--- config.mk ---
export PLATFORM = sky130hd
export DESIGN_NAME = useq_updown_counter
export DESIGN_NICKNAME = d
export VERILOG_FILES = /design/src/rtl/useq_pkg.sv /design/src/rtl/useq_rom.sv /design/src/rtl/useq_ctrl.sv /design/src/rtl/useq_datapath.sv /design/src/rtl/useq_updown_counter.sv
export SDC_FILE = /design/constraint.sdc
export NUM_CORES = 1
export LEC_CHECK = 0
export BUFFER_PORTS_ARGS = -buffer_cell sky130_fd_sc_hd__buf_2
export CORE_AREA = 4 4 41 43
export CTS_BUF_LIST = sky130_fd_sc_hd__clkbuf_16
export DETAILED_ROUTE_END_ITERATION = 7
export DIE_AREA = 0 0 45 47
export HOLD_SLACK_MARGIN = 0.1
export PLACE_DENSITY = 0.73
export SYNTH_ARGS = -nofsm -noshare
export SYNTH_HDL_FRONTEND = slang
export SYNTH_HIERARCHICAL = 1
export SYNTH_SLANG_ARGS = --single-unit
--- constraint.sdc ---
create_clock -name clk -period 2.5 [get_ports clk]
set_input_delay 0.25 -clock clk [delete_from_list [all_inputs] [get_ports clk]]
set_output_delay 0.25 -clock clk [all_outputs]
set_load 0.02 [all_outputs]
--- src/rtl/useq_pkg.sv ---
package useq_pkg;

  // Strobes from the control section to the output datapath
  typedef struct packed {
    logic loadOut;   // load the count register this cycle
    logic takeJump;  // the jump condition is met this cycle
  } seqStrobe_t;

  // Jump condition selector encodings (microword bits 6:5)
  typedef enum logic [1:0] {
    COND_RUN_UP = 2'b00,
    COND_IDLE   = 2'b01,
    COND_NEVER  = 2'b10,
    COND_ALWAYS = 2'b11
  } condSel_t;

  localparam int unsigned WORDS_PER_STATE = 4;

endpackage

--- src/rtl/useq_rom.sv ---
module useq_rom
  import useq_pkg::*;
#(
  parameter int unsigned ADDR_W = 5,
  parameter int unsigned CNT_W  = 2
) (
  input  logic [ADDR_W-1:0]   addr,
  output logic [ADDR_W+2:0]   word
);

  localparam int unsigned WORD_W     = ADDR_W + 3;
  localparam int unsigned ROM_DEPTH  = 1 << ADDR_W;
  localparam int unsigned STATES     = 1 << CNT_W;
  localparam int unsigned PROG_WORDS = STATES * WORDS_PER_STATE;
  localparam int unsigned SEL_LO     = ADDR_W;
  localparam int unsigned SEL_HI     = ADDR_W + 1;

  // Build one microword of the counting program; words past the program are zero
  function automatic logic [WORD_W-1:0] calcWord(input int unsigned idx);
    logic [WORD_W-1:0] w;
    int unsigned grp, phase, upGrp, dnGrp;
    w = '0;
    if (idx < PROG_WORDS) begin
      grp   = idx / WORDS_PER_STATE;
      phase = idx % WORDS_PER_STATE;
      upGrp = (grp + 1) % STATES;
      dnGrp = (grp + STATES - 1) % STATES;
      case (phase)
        0: w[CNT_W-1:0] = CNT_W'(grp);
        1: begin
          w[WORD_W-1]        = 1'b1;
          w[SEL_HI:SEL_LO]   = COND_IDLE;
          w[ADDR_W-1:0]      = ADDR_W'(idx);
        end
        2: begin
          w[WORD_W-1]        = 1'b1;
          w[SEL_HI:SEL_LO]   = COND_RUN_UP;
          w[ADDR_W-1:0]      = ADDR_W'(upGrp * WORDS_PER_STATE);
        end
        default: begin
          w[WORD_W-1]        = 1'b1;
          w[SEL_HI:SEL_LO]   = COND_ALWAYS;
          w[ADDR_W-1:0]      = ADDR_W'(dnGrp * WORDS_PER_STATE);
        end
      endcase
    end
    return w;
  endfunction

  logic [WORD_W-1:0] romTable [ROM_DEPTH];

  for (genvar i = 0; i < ROM_DEPTH; i++) begin : g_rom
    assign romTable[i] = calcWord(i);
  end

  assign word = romTable[addr];

endmodule

--- src/rtl/useq_ctrl.sv ---
module useq_ctrl
  import useq_pkg::*;
#(
  parameter int unsigned ADDR_W = 5,
  parameter int unsigned CNT_W  = 2
) (
  input  logic                clk,
  input  logic                rst,
  input  logic                cntEn,
  input  logic                countUp,
  input  logic [ADDR_W+2:0]   romWord,
  output logic [ADDR_W-1:0]   pc,
  output seqStrobe_t          strobe,
  output logic [CNT_W-1:0]    loadVal
);

  localparam int unsigned WORD_W     = ADDR_W + 3;
  localparam int unsigned SEL_LO     = ADDR_W;
  localparam int unsigned SEL_HI     = ADDR_W + 1;
  localparam int unsigned PROG_WORDS = (1 << CNT_W) * WORDS_PER_STATE;

  logic [ADDR_W-1:0] pcQ;
  condSel_t          condSel;
  logic              condTrue;
  logic              isJump;

  assign isJump  = romWord[WORD_W-1];
  assign condSel = condSel_t'(romWord[SEL_HI:SEL_LO]);

  // Condition multiplexer
  always_comb begin
    case (condSel)
      COND_RUN_UP: condTrue = cntEn & countUp;
      COND_IDLE:   condTrue = ~cntEn;
      COND_ALWAYS: condTrue = 1'b1;
      default:     condTrue = 1'b0;
    endcase
  end

  assign strobe.loadOut  = ~isJump;
  assign strobe.takeJump = isJump & condTrue;
  assign loadVal         = romWord[CNT_W-1:0];

  // Microprogram address register: jump or advance
  always_ff @(posedge clk) begin
    if (rst)                  pcQ <= '0;
    else if (strobe.takeJump) pcQ <= romWord[ADDR_W-1:0];
    else                      pcQ <= pcQ + ADDR_W'(1);
  end

  assign pc = pcQ;

  // reset parks the address at 0
  p_reset_pc_r1: assert property (@(posedge clk) rst |=> pcQ == '0);

  // a hold word with enable low keeps the address in place
  p_hold_park_r5: assert property (@(posedge clk) disable iff (rst)
    (pcQ[1:0] == 2'b01 && !cntEn) |=> $stable(pcQ));

  // the up-check word moves to the first word of a group when enabled upward
  p_up_branch_r3: assert property (@(posedge clk) disable iff (rst)
    (pcQ[1:0] == 2'b10 && cntEn && countUp) |=> pcQ[1:0] == 2'b00);

  // execution never leaves the programmed region
  p_in_program_r8: assert property (@(posedge clk) disable iff (rst)
    {1'b0, pcQ} < (ADDR_W+1)'(PROG_WORDS));

endmodule

--- src/rtl/useq_datapath.sv ---
module useq_datapath
  import useq_pkg::*;
#(
  parameter int unsigned CNT_W = 2
) (
  input  logic             clk,
  input  logic             rst,
  input  seqStrobe_t       strobe,
  input  logic [CNT_W-1:0] loadVal,
  output logic [CNT_W-1:0] q
);

  logic [CNT_W-1:0] qReg;

  always_ff @(posedge clk) begin
    if (rst)                 qReg <= '0;
    else if (strobe.loadOut) qReg <= loadVal;
  end

  assign q = qReg;

  // the count clears on reset
  p_reset_q_r1: assert property (@(posedge clk) rst |=> qReg == '0);

  // a jump word never disturbs the count
  p_q_steady_r2: assert property (@(posedge clk) disable iff (rst)
    strobe.takeJump |=> $stable(qReg));

endmodule

--- src/rtl/useq_updown_counter.sv ---
module useq_updown_counter
  import useq_pkg::*;
#(
  parameter int unsigned ADDR_W = 5,
  parameter int unsigned CNT_W  = 2
) (
  input  logic              clk,
  input  logic              rst,
  input  logic              cntEn,
  input  logic              countUp,
  output logic [CNT_W-1:0]  q,
  output logic [ADDR_W-1:0] uAddr
);

  localparam int unsigned WORD_W = ADDR_W + 3;

  logic [WORD_W-1:0] romWord;
  logic [ADDR_W-1:0] pc;
  seqStrobe_t        strobe;
  logic [CNT_W-1:0]  loadVal;

  useq_rom #(.ADDR_W(ADDR_W), .CNT_W(CNT_W)) u_rom (
    .addr (pc),
    .word (romWord)
  );

  useq_ctrl #(.ADDR_W(ADDR_W), .CNT_W(CNT_W)) u_ctrl (
    .clk     (clk),
    .rst     (rst),
    .cntEn   (cntEn),
    .countUp (countUp),
    .romWord (romWord),
    .pc      (pc),
    .strobe  (strobe),
    .loadVal (loadVal)
  );

  useq_datapath #(.CNT_W(CNT_W)) u_dp (
    .clk     (clk),
    .rst     (rst),
    .strobe  (strobe),
    .loadVal (loadVal),
    .q       (q)
  );

  assign uAddr = pc;

  // every change of the count is a single step with wrap
  p_unit_step_r6: assert property (@(posedge clk) disable iff (rst)
    !$stable(q) |-> (q == $past(q) + CNT_W'(1) || q == $past(q) - CNT_W'(1)));

endmodule

==> run summary, run 1 <==
post-DP HPWL: 1.015 mm
highest clock rate: 518.9 MHz
Final ANT Viol Nets: 0
Distinct cells, synth: 25
worst min-delay path startpoint: rst
clock tree from TritonCTS: built
hold crit path type: in -> reg
Ports: 11
Post-Route Utilization: 0.5587
die width: 45 um
Die Area: 2115 um^2
commonest non-fill, non-tap cell in the layout: buf_2
gr usage total: 0.1540
Final Hold Viols: 0
Final Hold Slack: 280.2 ps
CTS hold repair buffers: 0
yosys warns: 6
syn_nets: 77
grt ovf: 0
Pwr Density: 1556 nW/um^2
Multi-input gate area: 405.4 um^2
WL per Instance: 14.73 um
Max-Cap Viols: 0
Clock Pin Slew Worst Setup and Hold Paths: 40 ps
Pleak: 0.3361 nW
RSZ-0062 raised after global routing: no
data arrival time of the critical path: 2060 ps
clock latency on the worst-skew pair: 230 ps
setup TNS: 0 ps
Final nets: 89
RD Place Congestion: 0.7863
initial DRC count: 18
P&R area growth vs syn: 20.79%
Post-Syn Area: 601.8 um^2
fin cells: 93
largest net degree at the start of global routing: 10
CTS HTree Levels: 1
vias in the first global route: 504
Post-Place Cells: 89
total CTS buffers: 3
crit path time final: 1927 ps
crit-path max FO: 9
crit end category: flip-flop
drt pass-1 iters: 4
initial core utilization: 0.4625
Worst Skew: 0.3437 ps
# fillers: 133
core area: 1301 um^2
Synth Register Bits: 7
via/cell ratio: 5.462
Max clock buf depth: 2
clock root buffer: clkbuf_16
CP Launch Type: flip-flop
final period utilization: 0.7708
DRC viols: 0
Sequential Area: 140.1 um^2
share of layout cells above drive strength 1: 0.2564
Seq pwr share: 0.220
Worst-Margin Slew: 527.0 ps
mean post-synth cell area: 8.982 um^2
row count: 13
Switching Power: 0.4910 mW
Max Transition Viols Final: 0
crit path from: u_ctrl/pc[0]
Buffers on Ports: 10
switching portion of total power: 0.4340
final setup fails: 0
Final WS setup: 573.0 ps
Comb pwr share: 0.547
Seq/Total Area, Yosys: 0.2328
pre-CTS setup slack: 622.9 ps
n_diodes: 0
first-pass GRT wire length: 2.297 mm
routed vias: 508
Die Height: 47 um
peak supply drop: 0.7516 mV
initial antenna violation count: 0
most frequent cells in the layout: buf_2 (10), inv_1 (8), a21oi_1 (7), dfxtp_1 (7)
Post-CTS Setup Bufs: 0
CTS resizes: 0
run status: finished clean
Synth Instances: 67
critical register-to-register path startpoint: u_ctrl/pc[0]
WL final: 1.370 mm
internal power: 0.6404 mW
Req. time, crit path: 2630 ps
Max-slew headroom: 0.6473
clk sinks: 7
Clock Power Share: 0.233
critical path class: reg -> reg
Yosys cell counts:
cell | count | area, um^2
nand2_1 | 1 | 3.750
mux4_2 | 1 | 22.52
inv_1 | 7 | 26.28
and3b_1 | 1 | 8.760
a21oi_1 | 7 | 35.03
nand3_1 | 3 | 15.01
nor2b_4 | 1 | 13.76
o21bai_4 | 1 | 18.77
buf_4 | 4 | 30.03
nor2b_1 | 2 | 12.51
conb_1 | 1 | 3.750
nor2_1 | 6 | 22.52
o21ai_0 | 2 | 10.01
xor2_1 | 1 | 8.760
and2b_1 | 1 | 7.510
a32oi_1 | 1 | 8.760
nor4bb_4 | 1 | 25.02
ha_1 | 6 | 75.07
a211oi_1 | 4 | 30.03
dfxtp_1 | 7 | 140.1
and2_4 | 1 | 8.760
mux2i_1 | 4 | 40.04
a21o_2 | 1 | 8.760
xnor2_1 | 2 | 17.52
a22o_1 | 1 | 8.760
state kept, by name (all words and copies together) (netlist names):
| signal | count |
|---|---|
| u_ctrl/pc | 5 |
| u_dp/q | 2 |
power groups by stage:
stage               combinational [mW]  sequential, mW  clock (mW)
finish                           0.619           0.249       0.264
global route                     0.683           0.260       0.275
CTS                              0.614           0.248       0.267
detailed placement               0.607           0.248           0
global placement                 0.580           0.245           0
floorplan                        0.437           0.284           0
logic make-up (layout without fill, tap and decap cells):
group,count (synthesis),count (layout),synth area share
xor+xnor,3,3,0.04367
mux,5,5,0.1040
flops,7,7,0.2328
buf+inv,11,22,0.09357
simple gates,17,17,0.1954
other cells,1,1,0.006231
compound gates,17,17,0.1996
fa+ha+maj,6,6,0.1247
path summary, 6_finish.rpt:
check / end / slack, ps / depth (start not counted)
max: u_ctrl/pc[3] / 570 / 6
min: u_ctrl/pc[1] / 280 / 2
max reg2reg: u_ctrl/pc[3] / 570 / 6
min reg2reg: u_dp/q[0] / 500 / 2
through the flow:
step                      total power [mW]  area (um^2)
after floorplan                     0.7212        601.8
after global placement              0.8248        648.1
after detailed placement            0.8558        648.1
after CTS                            1.128        726.9
after global routing                 1.218        726.9
final                                1.131        726.9
area by class of cell:
cell class,instances,area share
multi-input cells,49,0.5577
repair buffers,11,0.07917
well taps,15,0.02582
clock buffers,3,0.1033
inverters,7,0.03614
clock inverters,1,0.005164
flip-flops and latches,7,0.1928
critical path, stage by stage (launching register included):
cell	delay [ps]
dfxtp_1	490
inv_1	150
nor2_1	450
nor4bb_4	110
o21bai_4	210
and2_4	170
a211oi_1	250
layer usage:
| layer | vias up | share of wire | global-route usage |
|---|---|---|---|
| met3 | 0 | 0.052 | 0.04215 |
| met1 | 242 | 0.43 | 0.1705 |
| li1 | 250 | - | - |
| met2 | 16 | 0.52 | 0.2825 |
| met5 | - | 0 | 0 |
| met4 | 0 | 0 | 0.05263 |
No activity file was read; power rests on OpenSTA's default activity.
==> run 2, diff against run 1 <==
--- a/config.mk
+++ b/config.mk
@@ -5,6 +5,7 @@
 export SDC_FILE = /design/constraint.sdc
 export NUM_CORES = 1
 export LEC_CHECK = 0
+export ABC_AREA = 1
 export BUFFER_PORTS_ARGS = -buffer_cell sky130_fd_sc_hd__buf_2
 export CORE_AREA = 4 4 41 43
 export CTS_BUF_LIST = sky130_fd_sc_hd__clkbuf_16
==> constraint.sdc (replaced) <==
create_clock -name clk -period 2 [get_ports clk]
set_input_delay 0.2 -clock clk [delete_from_list [all_inputs] [get_ports clk]]
set_output_delay 0.2 -clock clk [all_outputs]
set_load 0.02 [all_outputs]
==> run 2 against run 1 <==
  * Hold slack worse by 43 ps
  * Critical endpoint is now u_ctrl/pc[1]
  * Highest routed layer unchanged
  * Power up 14%
  * Clock-buffer cell count did not move
  * Maximum frequency rose by 17%
  * Critical path type unchanged
==> run summary, run 2 <==
Post-Place Cells: 123 (+38%)
share of layout cells above drive strength 1: 0.1786 (-0.07784)
Final nets: 123 (+38%)
critical path class: reg -> reg
adder-cell area share of the yosys netlist: 0.1240 (-0.0007732)
total CTS buffers: 3 (unchanged)
Post-Syn Area: 605.6 um^2 (+0.62%)
Synth top cells by count: nand2_1 (22), nor2_1 (22), inv_1 (19)
Design Power: 1.286 mW (+14%)
CP Launch Type: flip-flop
Top FF cell, synth: dfxtp_1
run status: finished clean
WL per Instance: 9.126 um (-38%)
clock latency on the worst-skew pair: 230 ps (about the same)
peak supply drop: 0.8928 mV (+19%)
Synth Register Bits: 7 (unchanged)
Buffers on Ports: 10 (unchanged)
P&R area growth vs syn: 20.66%
Distinct cells, synth: 17 (-32%)
initial DRC count: 16 (-2)
Synth Instances: 101 (+51%)
Worst Skew: 1.386 ps (+1.042 ps)
data arrival time of the critical path: 1810 ps (-250 ps)
Final WS setup: 348.2 ps (-224.8 ps)
hold crit path type: in -> reg
post-DP HPWL: 919.6 um (-9.4%)
final setup fails: 0 (unchanged)
routed vias: 589 (+16%)
Final ANT Viol Nets: 0 (unchanged)
crit-path max FO: 9 (unchanged)
Pwr Density: 1760 nW/um^2 (+13%)
CTS hold repair buffers: 0 (unchanged)
highest clock rate: 605.4 MHz (+17%)
Max-Cap Viols: 0 (unchanged)
vias in the first global route: 507 (+0.60%)
Req. time, crit path: 2160 ps (-470 ps)
CTS HTree Levels: 1 (unchanged)
final instance area: 730.7 um^2 (+0.52%)
drt pass-1 iters: 4 (unchanged)
initial antenna violation count: 0 (unchanged)
grt ovf: 0 (unchanged)
RD Place Congestion: 0.7880 (+0.22%)
mean post-synth cell area: 5.996 um^2 (-33%)
die width: 45 um (unchanged)
Max clock buf depth: 2 (unchanged)
initial core utilization: 0.4654 (+0.002885)
first-pass GRT wire length: 2.014 mm (-12%)
clock root buffer: clkbuf_16
clock tree from TritonCTS: built
max FFs per register: 5 (unchanged)
CTS resizes: 0 (unchanged)
area fraction in compound gates after synthesis: 0.02893 (-0.1707)
Synth area leaders: dfxtp_1 (23%), nand2_1 (14%), nor2_1 (14%)
area leader, netlist: dfxtp_1
Pleak: 0.4052 nW (+21%)
crit path time final: 1652 ps (-275.2 ps)
Clock Pin Slew Worst Setup and Hold Paths: 40 ps (about the same)
Post-synth EDFFs: 0 (unchanged)
Worst Reg-to-Reg Cells: 7 (+1)
Max Transition Viols Final: 0 (unchanged)
row count: 13 (unchanged)
Final Hold Slack: 237.4 ps (-42.85 ps)
core area: 1301 um^2 (unchanged)
WL final: 1.159 mm (-15%)
n_diodes: 0 (unchanged)
main combinational cell family by area after synthesis: simple AND/OR/NAND/NOR gates
most frequent cells in the layout: nor2_1 (22), nand2_1 (22), inv_1 (20)
RSZ-0062 raised after global routing: no
Die Height: 47 um (unchanged)
gr usage total: 0.1347 (-0.01926)
simple-gate area share of the yosys netlist: 0.4194 (+0.2240)
Ports: 11 (unchanged)
placed inst area: 651.9 um^2 (+0.58%)
fin cells: 127 (+37%)
DRC viols: 0 (unchanged)
Die Area: 2115 um^2 (unchanged)
Final Hold Viols: 0 (unchanged)
Post-CTS Setup Bufs: 0 (unchanged)
clk sinks: 7 (unchanged)
mux cell area share after synthesis: 0 (-0.1040)
cell count of the worst hold path: 4 (+2)
yosys warns: 6 (unchanged)
ys async rst share: 0 (unchanged)
pre-CTS setup slack: 372.6 ps (-250.3 ps)
Post-Route Utilization: 0.5615 (+0.002884)
largest net degree at the start of global routing: 12 (+2)
syn_nets: 111 (+44%)
Post-Synth XOR/XNOR Area: 0.01446 (-0.02920)
Seq/Total Area, Yosys: 0.2314 (-0.001443)
setup TNS: 0 ps (unchanged)
Synth top area share: 0.2314 (-0.001443)
final period utilization: 0.8259 (+0.05511)
via/cell ratio: 4.638 (-15%)
crit end category: flip-flop
## run 2: cell types whose count changed in the layout (fill, tap and decap cells not counted), sizes merged, moves of 3 or more
cell	before	now
nand4	0	7
nand2	1	25
a211oi	4	1
a21oi	7	1
nor2	6	23
inv	8	22
mux2i	4	0
nor2b	3	0
## run 2: where the power goes
part / switching, mW / total, mW / internal, mW
Combinational: 0.416 / 0.648 / 0.231
Clock: 0.0693 / 0.329 / 0.259
Sequential: 0.108 / 0.310 / 0.202
Total: 0.594 / 1.29 / 0.692
## run 2: path summary, 6_finish.rpt
check,start,slack (ps),to
min reg2reg,u_dp/q[0],460,u_dp/q[0]
max reg2reg,u_ctrl/pc[0],350,u_ctrl/pc[1]
min,rst,240,u_dp/q[1]
max,u_ctrl/pc[0],350,u_ctrl/pc[1]
## run 2: worst max-delay path, cell delays in order, from the launching register on
cell	delay [ps]
dfxtp_1	480
inv_1	150
ha_1	220
nor2_1	330
nand2_2	120
nor2_4	130
nor2_1	50
nor2_1	100
## run 2: metal layers
layer  routed length [um]  vias to the layer above  global-route usage
met3                   77                        0             0.06897
met4                    0                        0             0.04678
met1                  562                      252              0.1606
li1                     -                      322                   -
met2                  519                       15              0.2090
met5                    0                        -                   0
## run 2: final cells by class
cell class	count	area [um^2]
fillers	130	570.5
multi-input cells	69	359.1
clock inverters	1	3.754
repair buffers	10	50.05
inverters	22	83.83
clock buffers	3	75.07
flip-flops and latches	7	140.1
well taps	15	18.77
## run 2: cell families (layout without fill, tap and decap cells)
logic type	after synthesis	count (layout)
buffers and inverters	25	36
and+or+nand+nor	58	58
xor gates and xnor gates	1	1
other	1	1
adders and majority gates	6	6
DFF	7	7
AOI/OAI and AO/OA	3	3
